## src/rtl/memctl_pkg.sv

```systemverilog
package memctl_pkg;
    localparam int DATA_W = 16;
    localparam int LANE_W = DATA_W / 2;

    typedef enum logic [3:0] {
        ST_IDLE,
        ST_RD_ACC,
        ST_RD_WAIT,
        ST_WR_ACC,
        ST_WR_WAIT,
        ST_RMW_RD,
        ST_RMW_RWAIT,
        ST_RMW_WR,
        ST_RMW_WWAIT
    } sram_state_e;

    // Lane pick with zero extension
    function automatic logic [DATA_W-1:0] lane_pick(input logic [DATA_W-1:0] w,
                                                    input logic hi);
        return hi ? {{LANE_W{1'b0}}, w[DATA_W-1:LANE_W]}
                  : {{LANE_W{1'b0}}, w[LANE_W-1:0]};
    endfunction

    // Replace one lane of a word, keep the other
    function automatic logic [DATA_W-1:0] lane_merge(input logic [DATA_W-1:0] old_w,
                                                     input logic [LANE_W-1:0] nb,
                                                     input logic hi);
        return hi ? {nb, old_w[LANE_W-1:0]} : {old_w[DATA_W-1:LANE_W], nb};
    endfunction
endpackage

```

## src/rtl/memctl_bootrom.sv

```systemverilog
module memctl_bootrom #(
    parameter int IDX_W = 8
) (
    input  logic [IDX_W-1:0]                idx,
    output logic [memctl_pkg::DATA_W-1:0]   word
);
    localparam int HI_W = memctl_pkg::DATA_W - IDX_W;
    // Contents are computed: upper part is index XOR a fixed pattern
    localparam logic [HI_W-1:0] PATTERN = HI_W'(8'hA5);

    always_comb begin
        word = {PATTERN ^ HI_W'(idx), idx};
    end
endmodule

```

## src/rtl/memctl_sram_fsm.sv

```systemverilog
module memctl_sram_fsm
    import memctl_pkg::*;
(
    input  logic              clk,
    input  logic              rst,
    input  logic              start,
    input  logic              is_wr,
    input  logic              is_byte,
    input  logic              lane_hi,
    input  logic [DATA_W-1:0] wdata,
    input  logic [DATA_W-1:0] dq_i,
    output logic              done,
    output logic              ce_n,
    output logic              oe_n,
    output logic              we_n,
    output logic              dq_oe,
    output logic [DATA_W-1:0] dq_o
);
    sram_state_e state, state_nx;
    logic [DATA_W-1:0] hold_q;

    always_comb begin
        state_nx = state;
        unique case (state)
            ST_IDLE:
                if (start) begin
                    if (is_wr && is_byte) state_nx = ST_RMW_RD;
                    else if (is_wr)       state_nx = ST_WR_ACC;
                    else                  state_nx = ST_RD_ACC;
                end
            ST_RD_ACC:    state_nx = ST_RD_WAIT;
            ST_RD_WAIT:   state_nx = ST_IDLE;
            ST_WR_ACC:    state_nx = ST_WR_WAIT;
            ST_WR_WAIT:   state_nx = ST_IDLE;
            ST_RMW_RD:    state_nx = ST_RMW_RWAIT;
            ST_RMW_RWAIT: state_nx = ST_RMW_WR;
            ST_RMW_WR:    state_nx = ST_RMW_WWAIT;
            ST_RMW_WWAIT: state_nx = ST_IDLE;
            default:      state_nx = ST_IDLE;
        endcase
    end

    always_ff @(posedge clk) begin
        if (rst) state <= ST_IDLE;
        else     state <= state_nx;
    end

    // Capture the old word at the end of the read-wait phase
    always_ff @(posedge clk) begin
        if (rst)                        hold_q <= '0;
        else if (state == ST_RMW_RWAIT) hold_q <= dq_i;
    end

    always_comb begin
        ce_n  = (state == ST_IDLE);
        oe_n  = !(state inside {ST_RD_ACC, ST_RD_WAIT, ST_RMW_RD, ST_RMW_RWAIT});
        we_n  = !(state inside {ST_WR_ACC, ST_RMW_WR});
        dq_oe = state inside {ST_WR_ACC, ST_WR_WAIT, ST_RMW_WR, ST_RMW_WWAIT};
        done  = state inside {ST_RD_WAIT, ST_WR_WAIT, ST_RMW_WWAIT};
        dq_o  = (state inside {ST_RMW_WR, ST_RMW_WWAIT})
                ? lane_merge(hold_q, wdata[LANE_W-1:0], lane_hi) : wdata;
    end
endmodule

```

## src/rtl/memctl_top.sv

```systemverilog
module memctl_top
    import memctl_pkg::*;
#(
    parameter int ADDR_W = 16,
    parameter int ROM_AW = 8
) (
    input  logic              clk,
    input  logic              rst,
    input  logic              cpu_req,
    input  logic              cpu_we,
    input  logic              cpu_byte,
    input  logic [ADDR_W-1:0] cpu_addr,
    input  logic [DATA_W-1:0] cpu_wdata,
    output logic [DATA_W-1:0] cpu_rdata,
    output logic              cpu_rdy,
    output logic [ADDR_W-2:0] sram_addr,
    output logic [DATA_W-1:0] sram_dq_o,
    output logic              sram_dq_oe,
    input  logic [DATA_W-1:0] sram_dq_i,
    output logic              sram_ce_n,
    output logic              sram_oe_n,
    output logic              sram_we_n
);
    localparam int REGION_LSB = ROM_AW + 1;

    logic              rom_hit;
    logic              sram_done;
    logic [DATA_W-1:0] rom_word;
    logic [DATA_W-1:0] src_word;

    assign rom_hit   = (cpu_addr[ADDR_W-1:REGION_LSB] == '0);
    assign sram_addr = cpu_addr[ADDR_W-1:1];

    memctl_bootrom #(.IDX_W(ROM_AW)) u_rom (
        .idx  (cpu_addr[ROM_AW:1]),
        .word (rom_word)
    );

    memctl_sram_fsm u_fsm (
        .clk     (clk),
        .rst     (rst),
        .start   (cpu_req && !rom_hit),
        .is_wr   (cpu_we),
        .is_byte (cpu_byte),
        .lane_hi (cpu_addr[0]),
        .wdata   (cpu_wdata),
        .dq_i    (sram_dq_i),
        .done    (sram_done),
        .ce_n    (sram_ce_n),
        .oe_n    (sram_oe_n),
        .we_n    (sram_we_n),
        .dq_oe   (sram_dq_oe),
        .dq_o    (sram_dq_o)
    );

    always_comb begin
        src_word  = rom_hit ? rom_word : sram_dq_i;
        cpu_rdata = cpu_byte ? lane_pick(src_word, cpu_addr[0]) : src_word;
        cpu_rdy   = (cpu_req && rom_hit) || sram_done;
    end
endmodule

```

## config.mk

```make
export PLATFORM = sky130hd
export DESIGN_NAME = memctl_top
export DESIGN_NICKNAME = d
export VERILOG_FILES = /design/src/rtl/memctl_pkg.sv /design/src/rtl/memctl_bootrom.sv /design/src/rtl/memctl_sram_fsm.sv /design/src/rtl/memctl_top.sv
export SDC_FILE = /design/constraint.sdc
export NUM_CORES = 1
export LEC_CHECK = 0
export ABC_AREA = 1
export ABC_CLOCK_PERIOD_IN_PS = 1400
export BUFFER_PORTS_ARGS = -buffer_cell sky130_fd_sc_hd__buf_2
export CAP_MARGIN = 40
export CORE_MARGIN = 3
export CORE_UTILIZATION = 25
export DETAILED_ROUTE_END_ITERATION = 10
export PLACE_DENSITY = 0.52
export SLEW_MARGIN = 20
export SYNTH_ARGS = -nofsm -noshare
export SYNTH_HDL_FRONTEND = slang
export SYNTH_HIERARCHICAL = 1
export SYNTH_SLANG_ARGS = --single-unit
export TNS_END_PERCENT = 50
```

## constraint.sdc

```tcl
create_clock -name clk -period 1.4 [get_ports clk]
set_input_delay 0.14 -clock clk [delete_from_list [all_inputs] [get_ports clk]]
set_output_delay 0.14 -clock clk [all_outputs]
set_load 0.005 [all_outputs]
```

==> metrics.md <==
| Metric | Value |
|---|---|
| Most frequent cells in the layout | `buf_2 (104), nand2_1 (69), nor2_1 (43), inv_1 (40), nand3_1 (38)` |
| Syn nets | `379` |
| Critical-path top delay cell | `dfxtp_4` |
| Fin area | `0.002496 sq mm` |
| P per Cell Area | `741.5 mW/mm^2` |
| Top cell type's share of synthesized area | `0.2037` |
| GR Overflow Total | `0` |
| CTS buffer count | `3` |
| Die X-Extent | `94.67 um` |
| Core Box Area | `0.007447 sq mm` |
| Reg-to-Reg Start | `u_fsm/state[2]` |
| Worst EP arrival | `around 1.4 ns` |
| Cell family with the largest share of critical-path delay | `simple AND/OR/NAND/NOR gates` |
| Final worst slack | `-0.08564 ns` |
| Routed len/inst | `~12 um` |
| Die area | `between 0.008 and 0.009 sq mm` |
| CTS Sinks | `20` |
| Hold Crit Class | `in2reg` |
| Row count | `31` |
| Cell Chain, Critical Path | `nor2_4 -> nand3_4 -> nand2_8 -> inv_8 -> nand2_1 -> o21ai_2 -> buf_2` |
| Status | `finished, violations left` |
| Final WL | `5875 um` |
| FF-to-FF setup slack | `0.13 ns` |
| Worst Tran Pin Value | `0.3818 ns` |
| Cell Area, Synth | `a little under 0.002 sq mm` |
| Post-synthesis async set-or-reset flop share | `0` |
| Antenna Cells | `0` |
| Peak supply drop | `~0.00031 V` |
| Slew margin rel. | `0.7452` |
| Reg2Reg Depth | `7` |
| Post-synth EDFFs | `0` |
| Final Hold Fails | `0` |
| Die H | `94.67 um` |
| Drt drc | `0` |
| Post-Synthesis Cells | `326` |
| Post-route clock skew | `roughly 0.0095 ns` |
| Vias | `2139` |
| Worst Path Max Fanout | `15` |
| Sequential fraction of the synthesis area | `0.2037` |
| LEAKAGE | `1.407 nW` |
| Detail Placement HPWL | `slightly below 5000 um` |
| Ys Warns | `6` |
| Seq cells post-synth | `20` |
| Cells after DPL | `496` |
| DRT Pass-1 Iters | `4` |
| Post-route ant nets | `0` |
| Endpoint type of the worst setup path | `output pin` |
| Reg-to-reg endpoint | `u_fsm/hold_q[2]` |
| Largest net degree at the start of global routing | `26` |
| Highest clock rate | `673.1 MHz` |
| Fin crit period | `1.486 ns` |
| Clock Path Buffers | `2` |
| Crit path to | `sram_dq_o[8]` |
| I/O pin count | `105` |
| Main flop type after synthesis | `dfxtp_1` |
| Fillers | `874` |
| Slowest stage delay, CP | `0.36 ns` |
| First-pass GRT wire length | `9501 um` |
| Top post-synthesis cells by area | `dfxtp_1 (20%), nand2_1 (14%), buf_4 (10%), nand3_1 (9.7%), nor2_1 (8.2%)` |
| Non-Filler Instances | `~500` |
| Initial core utilization | `0.2639` |
| Post-CTS Hold Buffers | `0` |
| Setup TNS | `-1.285 ns` |
| Layout cells sized above 1 | `0.3960` |
| Worst path depth | `7` |
| Vias per inst | `4.252` |
| Initial antenna violation count | `0` |
| Crit path from | `u_fsm/state[1]` |
| WP data required | `between 1 and 1.5 ns` |
| Post-Place Setup Slack | `between 0.04 and 0.05 ns` |
| Nets@finish | `458` |
| Buf/Inv on CP | `2` |
| Mean instance size in the synthesized netlist | `~6 sq um` |
| GRT Util Overall | `0.1308` |
| Worst-path clk slew | `0.07 ns` |
| Synth unique cells | `24` |
| Slew Limit Fails | `0` |
| Worst-Skew Late Latency | `between 0.2 and 0.3 ns` |
| GPL Wtd Cong | `~0.78` |
| Final setup viols | `17` |
| Yosys top cell by area | `dfxtp_1` |
| Critical Setup Path Class | `reg2out` |
| Max-cap violations | `0` |
| Placed cell area | `0.002332 sq mm` |
| RSZ-0062 raised after global routing | `true` |
| Crit share post-route | `1.061` |
| Vias in the first global route | `2045` |
| Port bufs | `104` |
| CTS root buf | `clkbuf_8` |
| Initial drt markers | `76` |
| Final Util | `0.3352` |
| Commonest non-fill, non-tap cell in the layout | `buf_2` |
| Layout area overhead | `26.99%` |
| CTS tree | `built` |
| CTS H-Tree Depth | `1` |
| Element type at the critical path start | `flop` |
| Failing checks | `negative setup slack` |
-- layer usage --
layer	up-vias	track usage	part of all wire
met5	-	0	0
met4	0	0.05168	0.017
met3	10	0.02390	0.083
met2	90	0.2038	0.42
met1	894	0.1776	0.48
li1	1145	-	-
-- cell usage after synthesis (5+ instances only) --
cell,n
buf_4,27
nor2_1,43
o21ai_2,7
inv_1,41
nand2_1,74
nor2_2,5
dfxtp_1,20
nand3_1,38
a21oi_1,7
nand2_2,8
nand2_4,5
o21ai_1,9
o21ai_0,21
-- stage by stage --
stage	hold slack (ns)	power (mW)
floorplan	0.2124	1.012
global placement	0.3477	1.249
detailed placement	0.3350	1.255
CTS	0.06055	1.855
global route	0.06078	1.985
finish	0.06043	1.851
-- worst reg2reg max path: cells and delay by family (launching register included) --
kind / cells / cell delay [ns]
simple gates: 3 / 0.31
compound gates: 1 / 0.24
buf+inv: 3 / 0.29
flops: 1 / 0.34
-- layout make-up --
cell class,count,area [sq um],share of cell area
Multi-Input combinational cell,223,1124,0.4501
Clock buffer,3,41.29,0.01654
Sequential cell,20,410.4,0.1644
Clock inverter,1,30.03,0.01203
Inverter,46,190.2,0.07619
Tap cell,99,123.9,0.04962
Timing Repair Buffer,111,576.8,0.2311
-- logic make-up (layout without fill, tap and decap cells) --
group | Yosys count | after routing | synth area share
and+or+nand+nor | 177 | 178 | 0.4125
buffers and inverters | 84 | 161 | 0.2546
AOI/OAI and AO/OA | 45 | 45 | 0.1292
DFF | 20 | 20 | 0.2037
-- state kept, by name, summed over array words and instances (netlist names) --
register      flops
u_fsm/state       4
u_fsm/hold_q     16
-- worst min path at each step --
stage          start             end  slack, ns  cells after the start
6_report         rst  u_fsm/state[3]       0.06                      2
5_1_grt          rst  u_fsm/state[3]       0.06                      2
4_1_cts          rst  u_fsm/state[3]       0.06                      2
3_5_place_dp     rst  u_fsm/state[3]       0.33                      2
3_3_place_gp     rst  u_fsm/state[3]       0.35                      2
2_1_floorplan    rst  u_fsm/state[3]       0.21                      1
-- power by group --
part | total (mW) | internal [mW] | switching [mW]
Combinational | 0.658 | 0.289 | 0.369
Clock | 0.566 | 0.381 | 0.184
Sequential | 0.627 | 0.599 | 0.0285
Total | 1.85 | 1.27 | 0.582
-- what timing repair did --
item	in CTS	in global routing
endpoints found under the setup margin	17	22
cloned	1	0
resized for setup	12	9
pin swaps	3	4
buffers inserted	2	0
Power figures use the tool's default switching activity.
